**src/rtl/fsg_pkg.sv**
```systemverilog
// Package fsg_pkg
// Shared operation codes and status-bit positions for the flash status guard.
// Assumes the bit positions are fixed by the status byte layout read by software.
package fsg_pkg;

    typedef enum logic [1:0] {
        OP_WRSR   = 2'd0,
        OP_PROG   = 2'd1,
        OP_SERASE = 2'd2,
        OP_CERASE = 2'd3
    } op_e;

    localparam int N_OPS     = 4;
    localparam int BIT_BUSY  = 0;
    localparam int BIT_WEL   = 1;
    localparam int BIT_P0    = 2;
    localparam int BIT_LOCK  = 7;
    localparam int SEC_BITS  = 3;

endpackage

```
**src/rtl/fsg_protect_decode.sv**
```systemverilog
// Module fsg_protect_decode
// Combinational check of an address against the protect code.
// Assumes an array of 2**SEC_BITS equal sectors addressed by the top bits;
// the code selects how many upper sectors (1, 2, 4 or all) are read-only.
module fsg_protect_decode
    import fsg_pkg::*;
#(
    parameter int ADDR_W = 19
) (
    input  logic [2:0]        prot,
    input  logic [ADDR_W-1:0] addr,
    output logic              addr_locked,
    output logic              any_locked
);
    localparam int TOP = ADDR_W - 1;

    logic [SEC_BITS-1:0] sec;

    assign sec = addr[TOP -: SEC_BITS];

    // Locked when the address falls inside the upper fraction selected by prot.
    always_comb begin
        unique case (prot)
            3'b000:  addr_locked = 1'b0;
            3'b001:  addr_locked = &sec;
            3'b010:  addr_locked = &sec[SEC_BITS-1 -: 2];
            3'b011:  addr_locked = sec[SEC_BITS-1];
            default: addr_locked = 1'b1;
        endcase
    end

    // Any nonzero code protects at least part of the array.
    assign any_locked = |prot;

endmodule

```
**src/rtl/fsg_admit.sv**
```systemverilog
// Module fsg_admit
// Decides, in the cycle a strobe arrives, whether it is accepted.
// Assumes strobes last one cycle; picks one write-type strobe by fixed
// priority and ignores everything while busy.
module fsg_admit
    import fsg_pkg::*;
(
    input  logic req_wren,
    input  logic req_wrdis,
    input  logic req_wrsr,
    input  logic req_prog,
    input  logic req_serase,
    input  logic req_cerase,
    input  logic busy,
    input  logic wel,
    input  logic lock_bit,
    input  logic wp_n,
    input  logic addr_locked,
    input  logic any_locked,
    output logic accept,
    output op_e  op,
    output logic set_wel,
    output logic clr_wel
);
    logic want;
    logic legal;

    assign want = req_wrsr | req_prog | req_serase | req_cerase;

    // Select the operation by priority and apply its own protection rule.
    always_comb begin
        op    = OP_CERASE;
        legal = !any_locked;
        if (req_wrsr) begin
            op    = OP_WRSR;
            legal = !(lock_bit && !wp_n);
        end else if (req_prog) begin
            op    = OP_PROG;
            legal = !addr_locked;
        end else if (req_serase) begin
            op    = OP_SERASE;
            legal = !addr_locked;
        end
    end

    // Accept only when idle, latch set and protection allows it.
    assign accept  = !busy && want && wel && legal;

    // Latch set/clear only when idle and no write-type strobe is present.
    assign clr_wel = !busy && !want && req_wrdis;
    assign set_wel = !busy && !want && req_wren && !req_wrdis;

endmodule

```
**src/rtl/fsg_busy_timer.sv**
```systemverilog
// Module fsg_busy_timer
// Self-timed busy counter loaded with the duration of the started operation.
// Assumes every duration parameter is at least 1 and that start only comes
// when idle.
module fsg_busy_timer
    import fsg_pkg::*;
#(
    parameter int T_WRSR   = 5,
    parameter int T_PROG   = 8,
    parameter int T_SERASE = 12,
    parameter int T_CERASE = 16
) (
    input  logic clk,
    input  logic rst_n,
    input  logic start,
    input  op_e  start_op,
    output logic busy,
    output logic done,
    output op_e  cur_op
);
    localparam int T_MAX_A = (T_WRSR > T_PROG) ? T_WRSR : T_PROG;
    localparam int T_MAX_B = (T_SERASE > T_CERASE) ? T_SERASE : T_CERASE;
    localparam int T_MAX   = (T_MAX_A > T_MAX_B) ? T_MAX_A : T_MAX_B;
    localparam int CNT_W   = $clog2(T_MAX + 1);

    logic [CNT_W-1:0] cnt;
    logic [CNT_W-1:0] load_val;

    // Remaining-cycle value for the operation being started.
    always_comb begin
        unique case (start_op)
            OP_WRSR:   load_val = CNT_W'(T_WRSR - 1);
            OP_PROG:   load_val = CNT_W'(T_PROG - 1);
            OP_SERASE: load_val = CNT_W'(T_SERASE - 1);
            default:   load_val = CNT_W'(T_CERASE - 1);
        endcase
    end

    // Final busy cycle of the running operation.
    assign done = busy && (cnt == '0);

    // Load on start, count down while busy, drop busy after the last cycle.
    always_ff @(posedge clk) begin
        if (!rst_n) begin
            busy   <= 1'b0;
            cnt    <= '0;
            cur_op <= OP_WRSR;
        end else if (start && !busy) begin
            busy   <= 1'b1;
            cnt    <= load_val;
            cur_op <= start_op;
        end else if (done) begin
            busy   <= 1'b0;
        end else if (busy) begin
            cnt    <= cnt - 1'b1;
        end
    end

endmodule

```
**src/rtl/flash_status_guard.sv**
```systemverilog
// Module flash_status_guard
// Status byte and write guard for a serial flash command engine.
// Holds the latch, protect code and lock bit, admits write-type requests,
// times them and clears the latch on completion. Assumes single-cycle
// strobes from the command engine.
module flash_status_guard
    import fsg_pkg::*;
#(
    parameter int ADDR_W   = 19,
    parameter int T_WRSR   = 5,
    parameter int T_PROG   = 8,
    parameter int T_SERASE = 12,
    parameter int T_CERASE = 16
) (
    input  logic              clk,
    input  logic              rst_n,
    input  logic              wp_n,
    input  logic              req_wren,
    input  logic              req_wrdis,
    input  logic              req_wrsr,
    input  logic              req_prog,
    input  logic              req_serase,
    input  logic              req_cerase,
    input  logic [ADDR_W-1:0] req_addr,
    input  logic [7:0]        wr_data,
    output logic [7:0]        status,
    output logic              busy,
    output logic [3:0]        grant
);
    logic       wel;
    logic       lock_bit;
    logic [2:0] prot;
    logic [3:0] pend;
    logic       addr_locked;
    logic       any_locked;
    logic       accept;
    op_e        op;
    logic       set_wel;
    logic       clr_wel;
    logic       done;
    op_e        cur_op;

    fsg_protect_decode #(.ADDR_W(ADDR_W)) u_dec (
        .prot        (prot),
        .addr        (req_addr),
        .addr_locked (addr_locked),
        .any_locked  (any_locked)
    );

    fsg_admit u_admit (
        .req_wren    (req_wren),
        .req_wrdis   (req_wrdis),
        .req_wrsr    (req_wrsr),
        .req_prog    (req_prog),
        .req_serase  (req_serase),
        .req_cerase  (req_cerase),
        .busy        (busy),
        .wel         (wel),
        .lock_bit    (lock_bit),
        .wp_n        (wp_n),
        .addr_locked (addr_locked),
        .any_locked  (any_locked),
        .accept      (accept),
        .op          (op),
        .set_wel     (set_wel),
        .clr_wel     (clr_wel)
    );

    fsg_busy_timer #(
        .T_WRSR   (T_WRSR),
        .T_PROG   (T_PROG),
        .T_SERASE (T_SERASE),
        .T_CERASE (T_CERASE)
    ) u_timer (
        .clk      (clk),
        .rst_n    (rst_n),
        .start    (accept),
        .start_op (op),
        .busy     (busy),
        .done     (done),
        .cur_op   (cur_op)
    );

    // One-hot grant pulse, one per operation type.
    always_ff @(posedge clk) begin
        if (!rst_n) begin
            grant <= '0;
        end else begin
            grant <= '0;
            for (int i = 0; i < N_OPS; i++) begin
                if (accept && (op == op_e'(i))) begin
                    grant[i] <= 1'b1;
                end
            end
        end
    end

    // Capture the writable status bits when a status write is accepted.
    always_ff @(posedge clk) begin
        if (!rst_n) begin
            pend <= '0;
        end else if (accept && op == OP_WRSR) begin
            pend <= {wr_data[BIT_LOCK], wr_data[BIT_P0+2:BIT_P0]};
        end
    end

    // Latch and protect bits: completion clears the latch and commits data.
    always_ff @(posedge clk) begin
        if (!rst_n) begin
            wel      <= 1'b0;
            lock_bit <= 1'b0;
            prot     <= 3'b000;
        end else if (done) begin
            wel <= 1'b0;
            if (cur_op == OP_WRSR) begin
                lock_bit <= pend[3];
                prot     <= pend[2:0];
            end
        end else if (clr_wel) begin
            wel <= 1'b0;
        end else if (set_wel) begin
            wel <= 1'b1;
        end
    end

    // Assemble the status byte; bits 5 and 6 are constant zero.
    assign status = {lock_bit, 2'b00, prot, wel, busy};

endmodule

```
**config.mk**
```make
export PLATFORM = sky130hd
export DESIGN_NAME = flash_status_guard
export DESIGN_NICKNAME = d
export VERILOG_FILES = /design/src/rtl/fsg_pkg.sv /design/src/rtl/fsg_protect_decode.sv /design/src/rtl/fsg_admit.sv /design/src/rtl/fsg_busy_timer.sv /design/src/rtl/flash_status_guard.sv
export SDC_FILE = /design/constraint.sdc
export NUM_CORES = 1
export LEC_CHECK = 0
export CAP_MARGIN = 5
export CORE_UTILIZATION = 35
export DETAILED_ROUTE_END_ITERATION = 12
export GPL_ROUTABILITY_DRIVEN = 0
export MAX_ROUTING_LAYER = met4
export PLACE_DENSITY = 0.7
export SYNTH_ARGS = -nofsm -noshare
export SYNTH_HDL_FRONTEND = slang
export SYNTH_HIERARCHICAL = 1
export SYNTH_SLANG_ARGS = --single-unit
export TNS_END_PERCENT = 30
```
**constraint.sdc**
```tcl
create_clock -name clk -period 5.9 [get_ports clk]
set_input_delay 1.18 -clock clk [delete_from_list [all_inputs] [get_ports clk]]
set_output_delay 1.18 -clock clk [all_outputs]
set_load 0.005 [all_outputs]
```
* Word level (Yosys, flattened, before mapping)
Cells that the tools add are included.
** Storage, ports and cells
- Register bits after elaboration :: 21
- Input bits :: 36
- Output and inout port bits :: 13
- Logic and storage cells :: 70
** Cells by class
- $add $sub $neg :: 1
- Equal/unequal tests :: 7
- Muxes and demuxes :: 17
- Bitwise gates (word level) :: 4
- Reduce and logical (&&, ||, !) cells :: 33
** Operators by type and width (number)
- $mux W5 :: 3
- $logic_and A1 B1 Y1 :: 14
- $pmux W4 S3 :: 1
- $mux W1 :: 10
- $logic_not A1 Y1 :: 7
- $eq A3 B2 Y1 const B :: 2
- $reduce_and A2 Y1 :: 3
- $reduce_or A3 Y1 :: 2
- $logic_not A5 Y1 :: 1
- $sub A5 B1 Y5 const B :: 1
- $eq A2 B2 Y1 const B :: 2
- $logic_not A2 Y1 :: 2
- $mux W2 :: 2
- $pmux W1 S4 :: 1
- $reduce_bool A2 Y1 :: 2
- $eq A3 B1 Y1 const B :: 1
- $logic_not A3 Y1 :: 1
- $or A1 B1 Y1 :: 3
- $reduce_and A3 Y1 :: 1
- $eq A2 B1 Y1 const B :: 1
- $ne A2 B1 Y1 const B :: 1
- $not A1 Y1 :: 1

* Depth between registers and ports, before layout
Gate-level depths: netlist of run 1.
- Depth after elaboration :: 10
- Gate-level depth with buffers :: 9
- Mapped depth without buffers :: 8

* By module
Netlist of run 1, hierarchy kept.
** Modules (own cells, without submodules)
- flash_status_guard :: instances 1, cells each 49, area each 518.0 um2, seq. area each 260.2 um2
- fsg_busy_timer :: instances 1, cells each 44, area each 436.7 um2, seq. area each 160.2 um2
- fsg_admit :: instances 1, cells each 12, area each 86.3 um2, seq. area each 0.0 um2
- fsg_protect_decode :: instances 1, cells each 4, area each 26.3 um2, seq. area each 0.0 um2

* Least setup slack after synthesis of run 1
Ideal clock, no wire load.
- Kind :: input to register
- From :: input port req_addr[16]
- To :: register u_timer.cnt[1]
- Setup time :: 121 ps
- Arrival time :: 2737 ps
- Required time :: 5779 ps
- Slack :: 3042 ps
- Stages on the path :: 8
- Path buffers :: 0
- Cells stage by stage :: a41oi_1 -> nand2_1 -> o21ba_2 -> nor3_1 -> nor4b_2 -> nor4b_1 -> a211oi_1 -> mux2_4
** On the way
- Word-level cells in the longest chain between the ends :: 10
- Elaborated cells between the ends (all ways) :: 12
- Classes of those cells :: eq/ne: 1; mux: 5; reduce/logical: 6
** Ends and longest elaborated chain
- start: declaration :: RTL line flash_status_guard.sv:24 : input logic [ADDR_W-1:0] req_addr,
- $reduce_and A3 Y1 (*) :: RTL line fsg_protect_decode.sv:25 : 3'b001: addr_locked = &sec;
- $pmux W1 S4 (*) :: RTL line fsg_protect_decode.sv:23 : unique case (prot)
- net addr_locked :: RTL line flash_status_guard.sv:34 : logic addr_locked;
- $logic_not A1 Y1 (*) :: RTL line fsg_admit.sv:39, fsg_admit.sv:42
- $mux W1 :: RTL line fsg_admit.sv:40 : end else if (req_serase) begin
- $mux W1 (*) :: RTL line fsg_admit.sv:37 : end else if (req_prog) begin
- $mux W1 (*) :: RTL line fsg_admit.sv:34 : if (req_wrsr) begin
- $logic_and A1 B1 Y1 (*) :: RTL line fsg_admit.sv:47 : assign accept = !busy && want && wel && legal;
- net accept :: RTL line flash_status_guard.sv:36 : logic accept;
- $logic_and A1 B1 Y1 (*) :: RTL line fsg_busy_timer.sv:48 : end else if (start && !busy) begin
- $ne A2 B1 Y1 (no source line) / $reduce_bool A2 Y1 (equally long branches)
- $reduce_and A2 Y1 (no source line)
- end signal: assignment :: RTL line fsg_busy_timer.sv:50 : cnt <= load_val;
- end signal: assignment :: RTL line fsg_busy_timer.sv:55 : cnt <= cnt - 1'b1;
- end: declaration :: RTL line fsg_busy_timer.sv:26 : logic [CNT_W-1:0] cnt;
Mark *: on every way through the listed nets, which the timed path passes. The rest lies on a longest branch.
A chain may end at the register's enable or synchronous reset.

* Worst setup path in the final report of run 1
- From :: input port req_addr[17]
- To :: register u_timer.cnt[1]
** On the way
- Word-level cells in the longest chain between the ends :: 10
- Elaborated cells between the ends (all ways) :: 13
- Classes of those cells :: eq/ne: 1; mux: 5; reduce/logical: 7
** Ends and longest elaborated chain (RTL line)
- $reduce_and A3 Y1 / $reduce_and A2 Y1 (equally long branches) :: fsg_protect_decode.sv:25, fsg_protect_decode.sv:26
- $pmux W1 S4 (*) :: fsg_protect_decode.sv:23
- net addr_locked :: flash_status_guard.sv:34
- $logic_not A1 Y1 (*) :: fsg_admit.sv:39, fsg_admit.sv:42
- $mux W1 :: fsg_admit.sv:40
- $mux W1 (*) :: fsg_admit.sv:37
- $mux W1 (*) :: fsg_admit.sv:34
- $logic_and A1 B1 Y1 (*) :: fsg_admit.sv:47
- net accept :: flash_status_guard.sv:36
- $logic_and A1 B1 Y1 (*) :: fsg_busy_timer.sv:48
- $ne A2 B1 Y1 (no source line) / $reduce_bool A2 Y1 (equally long branches)
- $reduce_and A2 Y1 (no source line)
Marked as above.

==> results of run 1 <==
worst min-delay path by stage:
stage	start	end	slack (ps)
finish	pend[3]	lock_bit	490
global route	pend[3]	lock_bit	520
CTS	pend[1]	prot[1]	500
detailed placement	pend[3]	lock_bit	480
global placement	pend[1]	pend[1]	460
floorplan	pend[0]	pend[0]	440
power groups by stage:
stage / combinational (mW) / clock (mW) / sequential [mW]
2_1_floorplan: 0.0139 / 0 / 0.147
3_3_place_gp: 0.0261 / 0 / 0.147
3_5_place_dp: 0.0269 / 0 / 0.147
4_1_cts: 0.0271 / 0.0746 / 0.144
5_1_grt: 0.0296 / 0.0785 / 0.144
6_report: 0.0269 / 0.0714 / 0.144
metal layers:
layer | up-vias | wire length [microns] | global-route usage [%]
li1 | 438 | - | -
met1 | 407 | 874 | 15.6
met2 | 21 | 1200 | 28.6
met3 | 0 | 81 | 4.08
met4 | 0 | 0 | 2.09
met5 | - | 0 | -
flip-flops by register name, summed over array words and instances, names as in the netlist:
register        count
grant               4
lock_bit            1
pend                4
prot                3
u_timer/busy        1
u_timer/cnt         5
u_timer/cur_op      2
wel                 1
critical path, cell delays in order:
cell and delay, ps:
clkdlybuf4s50_1 420, a41oi_1 200, nand2_1 60, o21ba_2 220, nor3_1 50, nor4b_2 620, nand2b_1 410, a211oi_1 330
mux2_4 180
cells in the mapped netlist (all sizes together) (2+ instances only):
master	instances	share of area, %
inv	6	2.1
o211ai	3	2.1
nor2	9	3.2
and4	2	1.9
nand2	15	5.3
nor3	3	1.4
nor4b	5	5.3
a21oi	2	0.94
nor4	2	1.2
buf	7	5.3
dfxtp	21	39
nor3b	4	4.9
a31oi	2	1.2
mux2i	11	10
stage by stage:
step           worst slack [ps]  std cells  hold WS, ps  power [mW]
2_1_floorplan              3040        110          443       0.161
3_3_place_gp               2190        160          465       0.173
3_5_place_dp               2170        160          482       0.174
4_1_cts                    2470        164          499       0.246
5_1_grt                    2230        164          521       0.252
6_report                   2490        164          491       0.242
cell type report:
| class | count | area, sq um | share of cell area, % |
|---|---|---|---|
| inverters | 6 | 22.5 | 1.68 |
| flip-flops and latches | 21 | 420 | 31.3 |
| well taps | 31 | 38.8 | 2.89 |
| repair buffers | 26 | 260 | 19.4 |
| multi-input cells | 76 | 572 | 42.6 |
| clock inverters | 1 | 7.51 | 0.559 |
| clock buffers | 3 | 22.5 | 1.68 |
logic make-up after synthesis:
| group | count (synthesis) |
|---|---|
| fa+ha+maj | 1 |
| other cells | 1 |
| simple gates | 47 |
| mux | 12 |
| flops | 21 |
| compound gates | 14 |
| buf+inv | 13 |
==> results.tsv, run 1 <==
metric	value	unit
Slew headroom	45.4	%
worst reg2reg endpoint	u_timer/cnt[1]	
Core Area	2830	sq um
Static Leak	0.482	nW
Int Power	183	uW
worst-skew pair later-pin latency	310	ps
buffers added on ports	26	
fraction of power spent switching nets	24.3	%
PwrDens	180	nW/um^2
fin crit share	57.9	%
CP startpoint kind	primary input	
layout cells sized above 1	12.0	%
Mapped Cells	109	
RSZ-0062 raised after global routing	no	
worst hold stages	2	
synthesized area	1070	sq um
CTS HTree Levels	1	
Synth Area in Simple Gates	29.0	%
count of final hold-check violations	0	
n_diodes	0	
number of I/O pins	49	
sum of negative setup slack	0	ps
Sequential Power Share	59.4	%
Switch Pwr	58.8	uW
adder-cell area share of the yosys netlist	1.17	%
Syn Area/Cell	9.79	sq um
die footprint	3270	sq um
CTS tree	yes	
commonest non-fill, non-tap cells in the layout	26 x clkdlybuf4s50_1, 21 x dfxtp_1, 15 x nand2_1	
clock period minus final worst setup slack	3410	ps
postcts setup bufs	0	
CP startpoint	req_addr[17]	
# nets final	171	
largest family of logic cells by synthesized area	simple AND/OR/NAND/NOR gates	
Worst Path Required	6160	ps
Pins Over Slew Limit	0	
Sink Count	21	
routed len/inst	13.1	microns
Min-Delay Path Class	register to register	
Routed Antenna Nets	0	
Peak Freq	0.293	GHz
Die Wd	57.2	microns
post_cts resized	0	
post-synthesis compound-gate area fraction	11.0	%
worst reg2reg startpoint	prot[1]	
Cell variety after synth	34	
Filler cells	276	
Post-synth EDFFs	0	
synthesis-to-finish area growth	25.9	%
DRT iter0 DRCs	14	
Die H	57.2	microns
CTS root buf	clkbuf_4	
row count	19	
# DRC	0	
final number of setup-violating endpoints	0	
crit path max fanout	10	
crit path DAT	3670	ps
Via density	5.28	
initial antenna violation count	0	
Clk pwr share	29.5	%
Logic pwr share	11.1	%
reg2reg path depth	7	
post-layout util	47.5	%
CTS Hold Bufs	0	
Synth Area in XOR/XNOR	0	%
Worst VDD drop	0.000144	V
vias in the first global route	910	
pin count of the biggest net entering global routing	19	
DR vias	866	
Worst setup endpoint	u_timer/cnt[1]	
Worst-path clk slew	120	ps
Seq/Total Area, Yosys	39.4	%
commonest non-fill, non-tap cell in the layout	clkdlybuf4s50_1	
final instance area	1340	sq um
overflow left after global routing	0	
hpwl dp	1660	microns
Max Cap Viol	0	
Slew @ Worst Pin	815	ps
global-route wire length before repair	3720	microns
R2R Setup Slk	3250	ps
Synth Register Bits	21	
CTS Buf Count	3	
Worst setup EP type	register	
Routed Wire Length	2150	microns
Initial Utilization	37.7	%
Most used DFF post-synth	dfxtp_1	
YS warnings	6	
clk buf depth	2	
Placement Cell Area	1310	sq um
router iterations before antenna repair	4	
GRT Util Overall	15.0	%
outcome	completed	
async set or reset register ratio after synthesis	0	%
Critical Setup Path Class	primary input to register	
Clock Skew	6.16	ps
mux contribution to synthesized area	11.7	%
(Power assumes the default switching activity.)
==> run 2: changes to the inputs <==
--- a/config.mk
+++ b/config.mk
@@ -10,7 +10,7 @@
 export DETAILED_ROUTE_END_ITERATION = 12
 export GPL_ROUTABILITY_DRIVEN = 0
 export MAX_ROUTING_LAYER = met4
-export PLACE_DENSITY = 0.7
+export PLACE_DENSITY = 0.72
 export SYNTH_ARGS = -nofsm -noshare
 export SYNTH_HDL_FRONTEND = slang
 export SYNTH_HIERARCHICAL = 1
==> constraint.sdc (replaced) <==
create_clock -name clk -period 2.83 [get_ports clk]
set_input_delay 0.566 -clock clk [delete_from_list [all_inputs] [get_ports clk]]
set_output_delay 0.566 -clock clk [all_outputs]
set_load 0.005 [all_outputs]
==> results.tsv, run 2 (same netlist as run 1, synthesis figures left out) <==
metric	value	unit	change
outcome	completed		unchanged
Top reg by flops	u_timer/cnt		unchanged
HP Start	pend[3]		unchanged
placed cells	165		was 160
setup ws final	257	ps	was 2490 ps
CTS HTree Levels	1		unchanged
worst reg2reg startpoint	prot[1]		unchanged
Place WS	-59.9	ps	was 2170 ps
worst hold margin	489	ps	was 491 ps
vias in the first global route	964		was 910
CTS root buf	clkbuf_4		unchanged
Routed Antenna Nets	0		unchanged
Routed Wire Length	2220	microns	was 2150 microns
commonest non-fill, non-tap cell in the layout	clkdlybuf4s50_1		unchanged
WL met3	58	microns	was 81 microns
router iterations before antenna repair	4		unchanged
Worst path depth	9		unchanged
CP peak stage delay	420	ps	was 620 ps
Worst setup EP type	register		unchanged
CP delay by family, top	simple AND/OR/NAND/NOR gates		unchanged
Die H	57.2	microns	unchanged
Core Area	2830	sq um	unchanged
# nets final	176		was 171
CTS Buf Count	3		unchanged
clk buf depth	2		unchanged
sum of negative setup slack	0	ps	unchanged
post-layout util	48.7	%	was 47.5%
CP startpoint	req_addr[17]		unchanged
Initial Utilization	37.7	%	unchanged
R2R Setup Slk	450	ps	was 3250 ps
# DRC	0		unchanged
layout cells sized above 1	14.5	%	was 12.0%
worst-skew pair later-pin latency	290	ps	was 310 ps
global-route wire length before repair	3950	microns	was 3720 microns
Routed met2 length	1210	microns	was 1200 microns
top layer in use	met3		unchanged
register area	420	sq um	unchanged
overflow left after global routing	0		unchanged
critical-path cell list	clkdlybuf4s50_1 > a41oi_1 > nand2_1 > o21ba_2 > nor3_1 > nor4b_2 > nand2b_1 > a211oi_1 > mux2_4		unchanged
Max Cap Viol	0		unchanged
CTS Hold Bufs	0		unchanged
routed len/inst	13.2	microns	was 13.1 microns
number of I/O pins	49		unchanged
Clock Skew	4.35	ps	was 6.16 ps
crit path DAT	2820	ps	was 3670 ps
row count	19		unchanged
Peak Freq	0.389	GHz	
initial antenna violation count	0		unchanged
Worst VDD drop	0.000242	V	was 0.000144 V
RSZ-0062 raised after global routing	no		unchanged
max FFs per register	5		unchanged
Final Non-Filler Cells	169		was 164
count of final hold-check violations	0		unchanged
Critical-path top delay cell	clkdlybuf4s50_1		was nor4b_2
CTS tree	yes		unchanged
Filler cells	273		was 276
pin count of the biggest net entering global routing	18		was 19
Placement Cell Area	1350	sq um	was 1310 sq um
Sink Count	21		unchanged
Min-Delay Path Class	register to register		unchanged
Final Power	501	uW	was 242 uW
crit path max fanout	10		unchanged
hpwl dp	1720	microns	was 1660 microns
post_cts resized	0		unchanged
fin crit share	90.9	%	
Worst-path clk slew	110	ps	was 120 ps
clock period minus final worst setup slack	2570	ps	
commonest non-fill, non-tap cells in the layout	26 x clkdlybuf4s50_1, 21 x dfxtp_1, 15 x nand2_1		unchanged
buffers added on ports	26		unchanged
final number of setup-violating endpoints	0		unchanged
PwrDens	364	nW/um^2	was 180 nW/um^2
Worst Path Required	3080	ps	was 6160 ps
DRT iter0 DRCs	10		was 14
n_diodes	0		unchanged
reg2reg path depth	7		unchanged
synthesis-to-finish area growth	29.1	%	was 25.9%
die footprint	3270	sq um	unchanged
Pins Over Slew Limit	0		unchanged
WL met1	960	microns	was 874 microns
biggest regs	u_timer/cnt x5, grant x4, pend x4		unchanged
Static Leak	0.509	nW	was 0.482 nW
GRT Util Overall	15.7	%	was 15.0%
CP startpoint kind	primary input		unchanged
area occupied by multi-input gates	572	sq um	unchanged
DR vias	872		was 866
worst path buffer plus inverter count	1		unchanged
worst hold stages	2		unchanged
postcts setup bufs	0		unchanged
Critical Setup Path Class	primary input to register		unchanged
final instance area	1380	sq um	was 1340 sq um
Die Wd	57.2	microns	unchanged
Via density	5.16		was 5.28
## run 2: cell types whose count changed in the layout (fill, tap and decap cells not counted), sizes merged
cell,before,now
buf,0,5
clkbuf,3,4
clkinvlp,1,0
## run 2: final cells by class
type                    instances  area share (%)
multi-input cells              76            41.5
clock buffers                   4            1.91
well taps                      31            2.82
inverters                       6            1.63
repair buffers                 31            21.6
flip-flops and latches         21            30.5
## run 2: per-layer routing
metal	vias up	track usage, %
li1	446	-
met1	409	16.2
met2	17	30.1
met3	0	2.72
met4	0	4.53
met5	-	-
## run 2: tightest hold or removal path: stages (launching register included)
cell and delay [ps]:
dfxtp_1 320, nand2_1 70, mux2i_1 70
## run 2: final timing paths
path / to
worst max-delay path: u_timer/cnt[1]
worst min-delay path: lock_bit
worst max register to register: u_timer/cnt[1]
worst min register to register: lock_bit
## run 2: power breakdown
| part | internal (mW) | total [mW] | switching [mW] |
|---|---|---|---|
| Clock | 0.0548 | 0.141 | 0.0860 |
| Combinational | 0.0342 | 0.0607 | 0.0266 |
| Sequential | 0.298 | 0.300 | 0.00242 |
| Total | 0.386 | 0.501 | 0.115 |
==> run 3: changes to the inputs <==
--- a/config.mk
+++ b/config.mk
@@ -10,7 +10,7 @@
 export DETAILED_ROUTE_END_ITERATION = 12
 export GPL_ROUTABILITY_DRIVEN = 0
 export MAX_ROUTING_LAYER = met4
-export PLACE_DENSITY = 0.72
+export PLACE_DENSITY_LB_ADDON = 0.05
 export SYNTH_ARGS = -nofsm -noshare
 export SYNTH_HDL_FRONTEND = slang
 export SYNTH_HIERARCHICAL = 1
==> constraint.sdc (replaced) <==
create_clock -name clk -period 2.2 [get_ports clk]
set_input_delay 0.44 -clock clk [delete_from_list [all_inputs] [get_ports clk]]
set_output_delay 0.44 -clock clk [all_outputs]
set_load 0.005 [all_outputs]
==> results.tsv, run 3 (same netlist as run 1, synthesis figures left out) <==
metric	value	unit	change
Initial Utilization	37.7	%	unchanged
M1 GR Usage	20.1	%	was 16.2%
Critical Setup Path Class	primary input to register		unchanged
Core Area	2830	sq um	unchanged
Int Power	504	uW	was 386 uW
GRT Util Overall	14.9	%	was 15.7%
Critical-path top delay cell	clkdlybuf4s50_1		unchanged
Top reg by flops	u_timer/cnt		unchanged
router iterations before antenna repair	10		was 4
Most Crowded Layer GR	met2		unchanged
CP peak stage delay	490	ps	was 420 ps
Sequential Power Share	58.6	%	was 59.8%
Pins Over Slew Limit	0		unchanged
Min-Delay Path Class	register to register		unchanged
clk buf depth	2		unchanged
setup ws final	84.9	ps	was 257 ps
routed len/inst	12.5	microns	was 13.2 microns
max FFs per register	5		unchanged
routing usage on met3	3.85	%	was 2.72%
Die H	57.2	microns	unchanged
crit path DAT	2320	ps	was 2820 ps
layout cells sized above 1	22.3	%	was 14.5%
Worst-path clk slew	120	ps	was 110 ps
n_diodes	0		unchanged
Logic pwr share	13.2	%	was 12.1%
Worst setup EP type	register		unchanged
die footprint	3270	sq um	unchanged
biggest regs	u_timer/cnt x5, grant x4, pend x4		unchanged
Max Cap Viol	0		unchanged
fraction of power spent switching nets	23.5	%	was 22.9%
Routed Antenna Nets	0		unchanged
Switch Pwr	155	uW	was 115 uW
count of final hold-check violations	0		unchanged
Via density	5.13		was 5.16
worst-skew pair later-pin latency	300	ps	was 290 ps
worst reg2reg endpoint	u_timer/cnt[1]		unchanged
CP startpoint	req_addr[18]		was req_addr[17]
critical-path cell list	clkdlybuf4s50_1 > a41oi_2 > nand2_1 > o21ba_2 > nor3_1 > nor4b_2 > buf_4 > o22ai_2 > mux2_4		was clkdlybuf4s50_1 > a41oi_1 > nand2_1 > o21ba_2 > nor3_1 > nor4b_2 > nand2b_1 > a211oi_1 > mux2_4
outcome	finished with violations		was completed
HP Start	pend[0]		was pend[3]
RSZ-0062 raised after global routing	no		unchanged
failing checks	DRC		
row count	19		unchanged
Routed Wire Length	2240	microns	was 2220 microns
synthesis-to-finish area growth	38.5	%	was 29.1%
vias in the first global route	839		was 964
# DRC	4		was 0
PwrDens	446	nW/um^2	was 364 nW/um^2
fin crit share	96.1	%	
Worst Path Required	2410	ps	was 3080 ps
commonest non-fill, non-tap cell in the layout	clkdlybuf4s50_1		unchanged
Filler cells	282		was 273
global-route wire length before repair	3670	microns	was 3950 microns
Clk pwr share	28.2	%	was 28.1%
DR vias	919		was 872
Slew headroom	65.9	%	
area occupied by multi-input gates	597	sq um	was 572 sq um
CTS tree	yes		unchanged
Worst setup endpoint	u_timer/cnt[1]		unchanged
Die Wd	57.2	microns	unchanged
CP startpoint kind	primary input		unchanged
reg2reg path depth	8		was 7
Place WS	-420	ps	was -59.9 ps
CTS Hold Bufs	0		unchanged
Sink Count	21		unchanged
R2R Setup Slk	190	ps	was 450 ps
clock period minus final worst setup slack	2120	ps	
initial antenna violation count	0		unchanged
DRT iter0 DRCs	45		was 10
Static Leak	0.559	nW	was 0.509 nW
CTS HTree Levels	1		unchanged
commonest non-fill, non-tap cells in the layout	26 x clkdlybuf4s50_1, 21 x dfxtp_1, 15 x nand2_1, 15 x buf_4, 11 x mux2i_1		was 26 x clkdlybuf4s50_1, 21 x dfxtp_1, 15 x nand2_1
CTS root buf	clkbuf_4		unchanged
register area	420	sq um	unchanged
crit path max fanout	5		was 10
buffers added on ports	26		unchanged
# nets final	186		was 176
pin count of the biggest net entering global routing	18		unchanged
Clock Skew	9.54	ps	was 4.35 ps
Slew @ Worst Pin	510	ps	
worst reg2reg startpoint	prot[2]		was prot[1]
hpwl dp	1660	microns	was 1720 microns
CTS Buf Count	3		unchanged
Final Power	659	uW	was 501 uW
number of I/O pins	49		unchanged
Worst VDD drop	0.000261	V	was 0.000242 V
met2 usage	22.2	%	was 30.1%
Peak Freq	0.473	GHz	
final number of setup-violating endpoints	0		unchanged
overflow left after global routing	0		unchanged
## run 3: cell types whose count changed in the layout (fill, tap and decap cells not counted), sizes merged
cell  before  now
buf        5   15
## run 3: metrics by stage
step	instances	hold WS [ps]	instance area (sq um)	utilization, %	setup TNS (ps)
finish	179	491	1480	52.2	0
CTS	179	489	1470	51.9	0
floorplan	110	443	1070	-	0
global route	179	516	1480	52.2	0
global placement	175	462	1430	50.4	-3440
detailed placement	175	473	1430	50.4	-3370
## run 3: power groups by stage
stage | Clock, mW | Sequential [mW] | Combinational (mW)
global placement | 0 | 0.394 | 0.0846
floorplan | 0 | 0.394 | 0.0372
global route | 0.215 | 0.387 | 0.0947
finish | 0.186 | 0.386 | 0.0871
detailed placement | 0 | 0.394 | 0.0850
CTS | 0.195 | 0.386 | 0.0872
## run 3: final cells by class
type | instances | share of cell area (%)
Clock buffer | 4 | 1.78
Inverter | 6 | 1.52
Tap cell | 31 | 2.62
Sequential cell | 21 | 28.5
Timing Repair Buffer | 41 | 25.2
Multi-Input combinational cell | 76 | 40.4
## run 3: routing by layer
metal  vias to the layer above  wire, microns
li1                        470              -
met1                       419           1150
met2                        28            974
met3                         2            109
met4                         0              9
met5                         -              0
## run 3: worst min path at each step
stage,cells after the start,to,slack (ps)
final,2,pend[0],490
after detailed placement,2,lock_bit,470
after global routing,2,pend[0],520
after CTS,2,pend[0],490
after global placement,2,pend[0],460
after floorplan,2,pend[0],440
## run 3: repair_timing
action,CTS,global route
pin swaps,0,2
resized for setup,2,2
setup buffers,0,0
endpoints found under the setup margin,1,11
## run 3: critical path: cells and delay by family
| kind | cells | cell delay [ps] |
|---|---|---|
| AO/OA/AOI/OAI | 3 | 520 |
| buffers and inverters | 2 | 670 |
| multiplexers | 1 | 330 |
| AND/OR/NAND/NOR | 3 | 350 |
